`config.mk`:
```
export PLATFORM = sky130hd
export DESIGN_NAME = sd_pp_gen
export DESIGN_NICKNAME = d
export VERILOG_FILES = /design/src/rtl/sdpp_pkg.sv /design/src/rtl/sd_digit_mul.sv /design/src/rtl/sd_overlap_merge.sv /design/src/rtl/sd_pp_gen.sv
export SDC_FILE = /design/constraint.sdc
export NUM_CORES = 1
export LEC_CHECK = 0
export ABC_CLOCK_PERIOD_IN_PS = 7120
export BUFFER_PORTS_ARGS = -buffer_cell sky130_fd_sc_hd__buf_2
export CAP_MARGIN = 20
export CORE_ASPECT_RATIO = 1.4
export CORE_MARGIN = 2
export CORE_UTILIZATION = 55
export DETAILED_ROUTE_END_ITERATION = 16
export MAX_ROUTING_LAYER = met4
export PLACE_DENSITY = 0.84
export RECOVER_POWER = 25
export REMOVE_ABC_BUFFERS = 1
export SYNTH_ARGS = -nofsm -noshare
export SYNTH_HDL_FRONTEND = slang
export SYNTH_SLANG_ARGS = --single-unit
```
`constraint.sdc`:
```
create_clock -name vclk -period 7.12
set_clock_uncertainty 0.15 [all_clocks]
set_input_delay 0.712 -clock vclk [all_inputs]
set_output_delay 0.712 -clock vclk [all_outputs]
set_load 0.01 [all_outputs]
```
`src/rtl/sdpp_pkg.sv`:
```
package sdpp_pkg;

  localparam int IN_W  = 4;
  localparam int OUT_W = 5;

  typedef enum logic [1:0] {
    SEL_ZERO  = 2'd0,
    SEL_PASSB = 2'd1,
    SEL_PASSA = 2'd2,
    SEL_TBL   = 2'd3
  } lo_sel_e;

  typedef struct packed {
    logic [1:0] hi;
    logic       lo_neg;
    logic [2:0] lo_mag;
  } split_t;

  // Product of two magnitudes in 2..5, split so the low part stays in -4..+5.
  function automatic split_t tbl_split(input logic [2:0] a, input logic [2:0] b);
    split_t     r;
    logic [5:0] p;
    p = {3'b000, a} * {3'b000, b};
    r = '0;
    if (p >= 6'd16) begin
      r.hi = 2'd2;
      if (p >= 6'd20) r.lo_mag = 3'(p - 6'd20);
      else begin
        r.lo_neg = 1'b1;
        r.lo_mag = 3'(6'd20 - p);
      end
    end else if (p >= 6'd6) begin
      r.hi = 2'd1;
      if (p >= 6'd10) r.lo_mag = 3'(p - 6'd10);
      else begin
        r.lo_neg = 1'b1;
        r.lo_mag = 3'(6'd10 - p);
      end
    end else begin
      r.lo_mag = 3'(p);
    end
    return r;
  endfunction

  // Signed-magnitude to two's complement.
  function automatic logic signed [4:0] sm_val(input logic neg, input logic [2:0] mag);
    logic signed [4:0] m;
    m = signed'({2'b00, mag});
    return neg ? -m : m;
  endfunction

endpackage

```
`src/rtl/sd_digit_mul.sv`:
```
module sd_digit_mul
  import sdpp_pkg::*;
(
  input  logic [3:0] md,
  input  logic [3:0] mr,
  output logic [3:0] lo_sm,
  output logic [2:0] hi_sm
);

  logic [2:0] a_mag;
  logic [2:0] b_mag;
  logic       prod_neg;
  logic       legal;
  lo_sel_e    lo_sel;
  split_t     tbl;
  logic       lo_neg_raw;
  logic [2:0] lo_mag;
  logic [1:0] hi_mag;

  assign a_mag    = md[2:0];
  assign b_mag    = mr[2:0];
  assign prod_neg = md[3] ^ mr[3];
  assign legal    = (a_mag <= 3'd5) && (b_mag <= 3'd5);
  assign tbl      = tbl_split(a_mag, b_mag);

  always_comb begin
    if (a_mag == 3'd0 || b_mag == 3'd0) lo_sel = SEL_ZERO;
    else if (a_mag == 3'd1)             lo_sel = SEL_PASSB;
    else if (b_mag == 3'd1)             lo_sel = SEL_PASSA;
    else                                lo_sel = SEL_TBL;
  end

  always_comb begin
    lo_neg_raw = 1'b0;
    lo_mag     = 3'd0;
    hi_mag     = 2'd0;
    case (lo_sel)
      SEL_ZERO:  lo_mag = 3'd0;
      SEL_PASSB: lo_mag = b_mag;
      SEL_PASSA: lo_mag = a_mag;
      SEL_TBL: begin
        lo_neg_raw = tbl.lo_neg;
        lo_mag     = tbl.lo_mag;
        hi_mag     = tbl.hi;
      end
      default: lo_mag = 3'd0;
    endcase
  end

  assign lo_sm = {(lo_neg_raw ^ prod_neg) & (lo_mag != 3'd0), lo_mag};
  assign hi_sm = {prod_neg & (hi_mag != 2'd0), hi_mag};

  always_comb begin
    if (legal) begin
      assert_lo_range_R6: assert (lo_sm[2:0] <= 3'd5)
        else $error("low part out of range");
      assert_hi_range_R6: assert (hi_sm[1:0] <= 2'd2)
        else $error("high part out of range");
      assert_value_R2: assert ((int'(sm_val(lo_sm[3], lo_sm[2:0]))
                                + 10 * int'(sm_val(hi_sm[2], {1'b0, hi_sm[1:0]})))
                               == ((prod_neg ? -1 : 1) * int'(a_mag) * int'(b_mag)))
        else $error("digit product value mismatch");
      if (a_mag == 3'd0 || b_mag == 3'd0) begin
        assert_zero_R4: assert (lo_sm == 4'd0 && hi_sm == 3'd0)
          else $error("zero operand produced nonzero part");
      end
      if (a_mag == 3'd1 || b_mag == 3'd1) begin
        assert_identity_R5: assert (hi_sm == 3'd0)
          else $error("identity path produced high part");
      end
    end
  end

endmodule

```
`src/rtl/sd_overlap_merge.sv`:
```
module sd_overlap_merge
  import sdpp_pkg::*;
(
  input  logic [3:0] lo_sm,
  input  logic [2:0] hi_sm,
  output logic [4:0] dig
);

  logic signed [4:0] lo_v;
  logic signed [4:0] hi_v;
  logic signed [4:0] sum_v;

  assign lo_v  = sm_val(lo_sm[3], lo_sm[2:0]);
  assign hi_v  = sm_val(hi_sm[2], {1'b0, hi_sm[1:0]});
  assign sum_v = lo_v + hi_v;
  assign dig   = sum_v;

  always_comb begin
    if (lo_sm[2:0] <= 3'd5 && hi_sm[1:0] <= 2'd2) begin
      assert_digit_range_R3: assert (sum_v >= -5'sd7 && sum_v <= 5'sd7)
        else $error("merged digit out of range");
    end
  end

endmodule

```
`src/rtl/sd_pp_gen.sv`:
```
module sd_pp_gen
  import sdpp_pkg::*;
#(
  parameter int NDIG = 4
) (
  input  logic [IN_W*(NDIG+1)-1:0]  mcand,
  input  logic [IN_W-1:0]           mdig,
  output logic [OUT_W*(NDIG+2)-1:0] pp
);

  localparam int NPOS = NDIG + 1;
  localparam int NOUT = NDIG + 2;

  logic [3:0] lo_sm [NPOS];
  logic [2:0] hi_sm [NPOS];

  for (genvar i = 0; i < NPOS; i++) begin : g_pos
    sd_digit_mul u_mul (
      .md    (mcand[IN_W*i +: IN_W]),
      .mr    (mdig),
      .lo_sm (lo_sm[i]),
      .hi_sm (hi_sm[i])
    );
  end

  for (genvar j = 0; j < NOUT; j++) begin : g_out
    if (j == 0) begin : g_low
      sd_overlap_merge u_mrg (
        .lo_sm (lo_sm[0]),
        .hi_sm (3'b000),
        .dig   (pp[OUT_W*j +: OUT_W])
      );
    end else if (j == NOUT - 1) begin : g_top
      sd_overlap_merge u_mrg (
        .lo_sm (4'b0000),
        .hi_sm (hi_sm[NPOS-1]),
        .dig   (pp[OUT_W*j +: OUT_W])
      );
    end else begin : g_mid
      sd_overlap_merge u_mrg (
        .lo_sm (lo_sm[j]),
        .hi_sm (hi_sm[j-1]),
        .dig   (pp[OUT_W*j +: OUT_W])
      );
    end
  end

  logic              in_legal;
  logic signed [4:0] top_dig;
  logic signed [4:0] low_dig;

  assign top_dig = pp[OUT_W*(NOUT-1) +: OUT_W];
  assign low_dig = pp[OUT_W-1:0];

  always_comb begin
    in_legal = (mdig[2:0] <= 3'd5);
    for (int i = 0; i < NPOS; i++) begin
      if (mcand[IN_W*i +: 3] > 3'd5) in_legal = 1'b0;
    end
  end

  always_comb begin
    if (in_legal) begin
      assert_top_range_R8: assert (top_dig >= -5'sd2 && top_dig <= 5'sd2)
        else $error("top digit out of range");
      assert_low_range_R8: assert (low_dig >= -5'sd5 && low_dig <= 5'sd5)
        else $error("lowest digit out of range");
    end
  end

endmodule

```
; ---- Yosys cells after proc, flatten, opt, wreduce, memory -nomap -nowiden
; Cells that the tools add are included.
; Widths: inputs -> output; s select.
[word_totals]
inputBits = 24
reg_bits = 0
output_inout_bits = 30
wordCells = 197
[classes]
n_mul = 5
order_cmp = 20
reduce_logical = 26
bitwise_logic = 20
mux = 71
n_eq_ne = 21
addsub = 34
[op_table]
columns = operator, count
row1 = $ge 6x5->1 const B, 10
row2 = $pmux 3 s4, 5
row3 = $mux 5, 10
row4 = $mux 3, 15
row5 = $mux 2, 20
row6 = $ge 6x3->1 const B, 5
row7 = $ge 6x4->1 const B, 5
row8 = $mul 3x3->6, 5
row9 = $mux 6, 5
row10 = $neg 2->5, 5
row11 = $neg 3->5, 5
row12 = $add 5x5->5, 4
row13 = $eq 2x2->1 const B, 10
row14 = $eq 3x1->1 const B, 6
row15 = $logic_not 3->1, 6
row16 = $mux 1, 16
row17 = $reduce_bool 3->1, 5
row18 = $sub 2x3->3 const A, 5
row19 = $sub 3x2->3 const B, 5
row20 = $sub 3x3->3 const A, 5
row21 = $sub 3x3->3 const B, 5
row22 = $and 1x1->1, 10
row23 = $eq 2x1->1 const B, 5
row24 = $logic_not 2->1, 5
row25 = other kinds (3), 20

; ---- Logic depth before layout (Yosys ltp)
[depth]
word_depth = 10
depth_mapped = 27
ltp_nobuf = 23

; ---- Modules after synthesis
; From an unflattened synthesis, not the netlist that was laid out.
[unflattened]
cells_unflattened = 572
area_unflattened_um2 = 4474.3
[modules_own_cells]
columns = module, cells_each, n_inst, seq_area_each_um2, area_each_um2
row1 = sd_digit_mul (g_pos[1].u_mul ...), 78, 4, 0.0, 598.1
row2 = sd_overlap_merge, 30, 6, 0.0, 244.0
row3 = sd_digit_mul (g_pos[0].u_mul), 79, 1, 0.0, 614.3
row4 = sd_pp_gen, 1, 1, 0.0, 3.8

; ---- Worst setup path before layout
; No wires, ideal clock.
[synth_path]
path_type = input port to output port
start = in mdig[2]
end = out pp[24]
arrival_time_ns = 5.918
cell_stages = 25
n_path_buf = 4
required_ns = 6.258
path_slack_ns = 0.340
cell_sequence = buf_2 -> clkbuf_1 -> clkbuf_1 -> nand2_1 -> fa_1 -> inv_1 -> ha_1 -> fa_1 -> clkbuf_1 -> a211oi_1 -> a211oi_1 -> nor4_1 -> a211oi_1 -> inv_1 -> ha_1 -> ha_1 -> nor2b_1 -> and3_1 -> a211o_4 -> mux2_4 -> ha_1 -> a21o_1 -> a21oi_1 -> xor2_1 -> xnor2_1
[synth_via]
elab_chain_len = 10
word_cells_on_any_way = 48
classes_between = add/sub: 7 / mul: 2 / order compare: 6 / eq/ne: 5 / mux: 19 / bitwise: 3 / reduce/logical: 6
[synth_lines]
columns = element, line_no
row1 = start: declaration, sd_pp_gen.sv:7  ; input logic [IN_W-1:0] mdig,
row2 = "parallel branches: the longest is 9 deep, another holds $mul 3x3->6", n/a
row3 = $add 5x5->5 (*), sd_overlap_merge.sv:15  ; assign sum_v = lo_v + hi_v;
row4 = end: declaration, sd_pp_gen.sv:8  ; output logic [OUT_W*(NDIG+2)-1:0] pp
; Every way passes the cells marked *.

; ---- Worst setup path in the final report
[layout_path]
start = in mdig[2]
end = out pp[19]
; The elaborated chain is that of the path after synthesis.

==> results.ini <==
[yosys]
yosys-top-cells-area = ha_1 24%, fa_1 6.9%, inv_1 5.9%
yosysTopAreaCellShare_pct = 24.4
syn_area_um2 = 4050
synth_seq_area_share_pct = 0
synth.most_common_cell = ha_1
yosys_warnings = 0
syn-mean-instance-area_um2 = 7.90
ys_types = 83
synthTopCellsByCount = 79 x ha_1, 64 x inv_1, 35 x nand2_1
yosysTopAreaCell = ha_1
syn_inst = 513

[setup_path]
cp.required_ns = 6.26
end_kind = primary output
worst_ep_arrival_time_ns = 5.88
critical_path_class = in -> out
worst_setup_path_start_kind = primary input
cp_max_fo = 26

[floorplan]
num_rows = 37
start_util_pct = 55.8
die_area_um2 = 8080
dieHeight_um = 106
core-area_um2 = 7270
die_x_um = 76.5
io_pins = 54

[global_routing]
grt_max_degree = 27
grt_pass1_vias = 3785
grtUsageTotal_pct = 23.8
antenna_found_initial = 0
grt_pass1_wl_um = 16200
gr-total-overflow = 0

[layout]
diodes = 0
n_fill_cell = 667
register_area_um2 = 0
num-nets-final = 671
drive_above_1_share_pct = 17.4
syn_to_final_growth_pct = 8.00
clock_buffers = 0
seq_cells = 0

[pwr]
p_leak_nw = 2.24
power_density_nw_per_um2 = 162
vdd_drop_max_v = 0.000146

[routing]
wl_per_cell_um = 14.6
via_count = 3923
drtIter0Drc = 141
routed_wl_um = 9470
drtPass1Iterations = 4
antenna_left = 0
drc = 0
vias_per_cell = 6.04

[timing]
fin_crit_sh_pct = 94.7
setup_viol = 0
min_period_ns = 6.74
whs_ns = 1.74
drv_slew = 0
grt_setup_unrepaired = no
slew_headroom_pct = 56.9
hold_viol_final = 0
tightest_slew_ns = 0.642
setup_tns_ns = 0
clock.fmax_mhz = 148

[cts]
cts_setup_buffers = 0
cts_hold_buf = 0

[placed_design]
place_congestion = 0.937
dpl.hpwl_um = 7960
port_buffers = 54

[min_path]
hp-class = in -> out

[job]
drv_cap = 0

[status]
status = finished clean

## final cells by class
| class | count | area (um^2) | share of cell area, % |
|---|---|---|---|
| Inverter | 65 | 244 | 5.57 |
| Tap cell | 97 | 121 | 2.77 |
| Multi-Input combinational cell | 429 | 3710 | 84.8 |
| Timing Repair Buffer | 58 | 298 | 6.80 |
## power breakdown
part	internal, mW	switching [mW]
logic	0.321	0.388
clock network	0	0
registers	0	0
## per-stage QoR
stage                     std cells  cell area (um^2)  util (%)  power (mW)  setup WS (ns)
after CTS                       649              4380      60.2       0.710          0.321
final                           649              4380      60.2       0.709          0.376
after global placement          649              4380      60.2       0.683          0.387
after global routing            649              4380      60.2       0.787         0.0142
after floorplan                 494              3960         -       0.522          0.964
after detailed placement        649              4380      60.2       0.706          0.350
## worst max-delay path, cell delays in order
cell	delay (ns)
buf_2	0.12
buf_4	0.28
nand2_1	0.12
fa_1	0.52
inv_1	0.04
ha_1	0.24
fa_1	0.56
or2_1	0.29
a2111oi_2	0.50
nand2_1	0.11
o211ai_1	0.12
o311ai_2	0.15
inv_1	0.11
ha_1	0.15
ha_1	0.16
nor2_1	0.07
mux2i_4	0.25
mux2i_1	0.29
fa_1	0.25
inv_1	0.05
a21o_1	0.16
a21oi_1	0.16
xnor2_1	0.15
xnor2_1	0.14
buf_2	0.15
## layout by cell type, fill, tap and decap left out, drive strengths merged, types with 11 or more instances in the layout
cell     n
a21oi   26
nor2    23
ha      79
o21ai   12
buf     56
fa      14
nand2   36
and2    31
nor2b   11
a211oi  12
xnor2   25
inv     65
mux2i   15
nor3    11
a21o    14
## final timing paths
check / startpoint / endpoint / slack (ns) / cells after the start
max: mdig[2] / pp[19] / 0.38 / 25
min: mcand[0] / pp[0] / 1.74 / 4
## cell families (layout without fill, tap and decap cells)
family                     count (synthesis)  after routing  synth area share, %
xor gates and xnor gates                  28             28                 6.05
buffers and inverters                     84            123                 8.43
and+or+nand+nor                          145            145                 19.7
AOI/OAI and AO/OA                        141            141                 27.9
adders and majority gates                 93             93                 31.3
muxes                                     22             22                 6.64
## metal layers
layer	wire, um	global-route usage (%)
met1	3810	25.7
met3	227	0.685
met2	5160	47.0
met4	268	6.88
met5	0	-
## repair_timing
item                                   in CTS  in global routing
setup endpoints to repair                   0                  2
endpoints found under the hold margin       0                  0
resized for setup                           0                  2
Note: power is estimated with default switching activity, not from simulation.
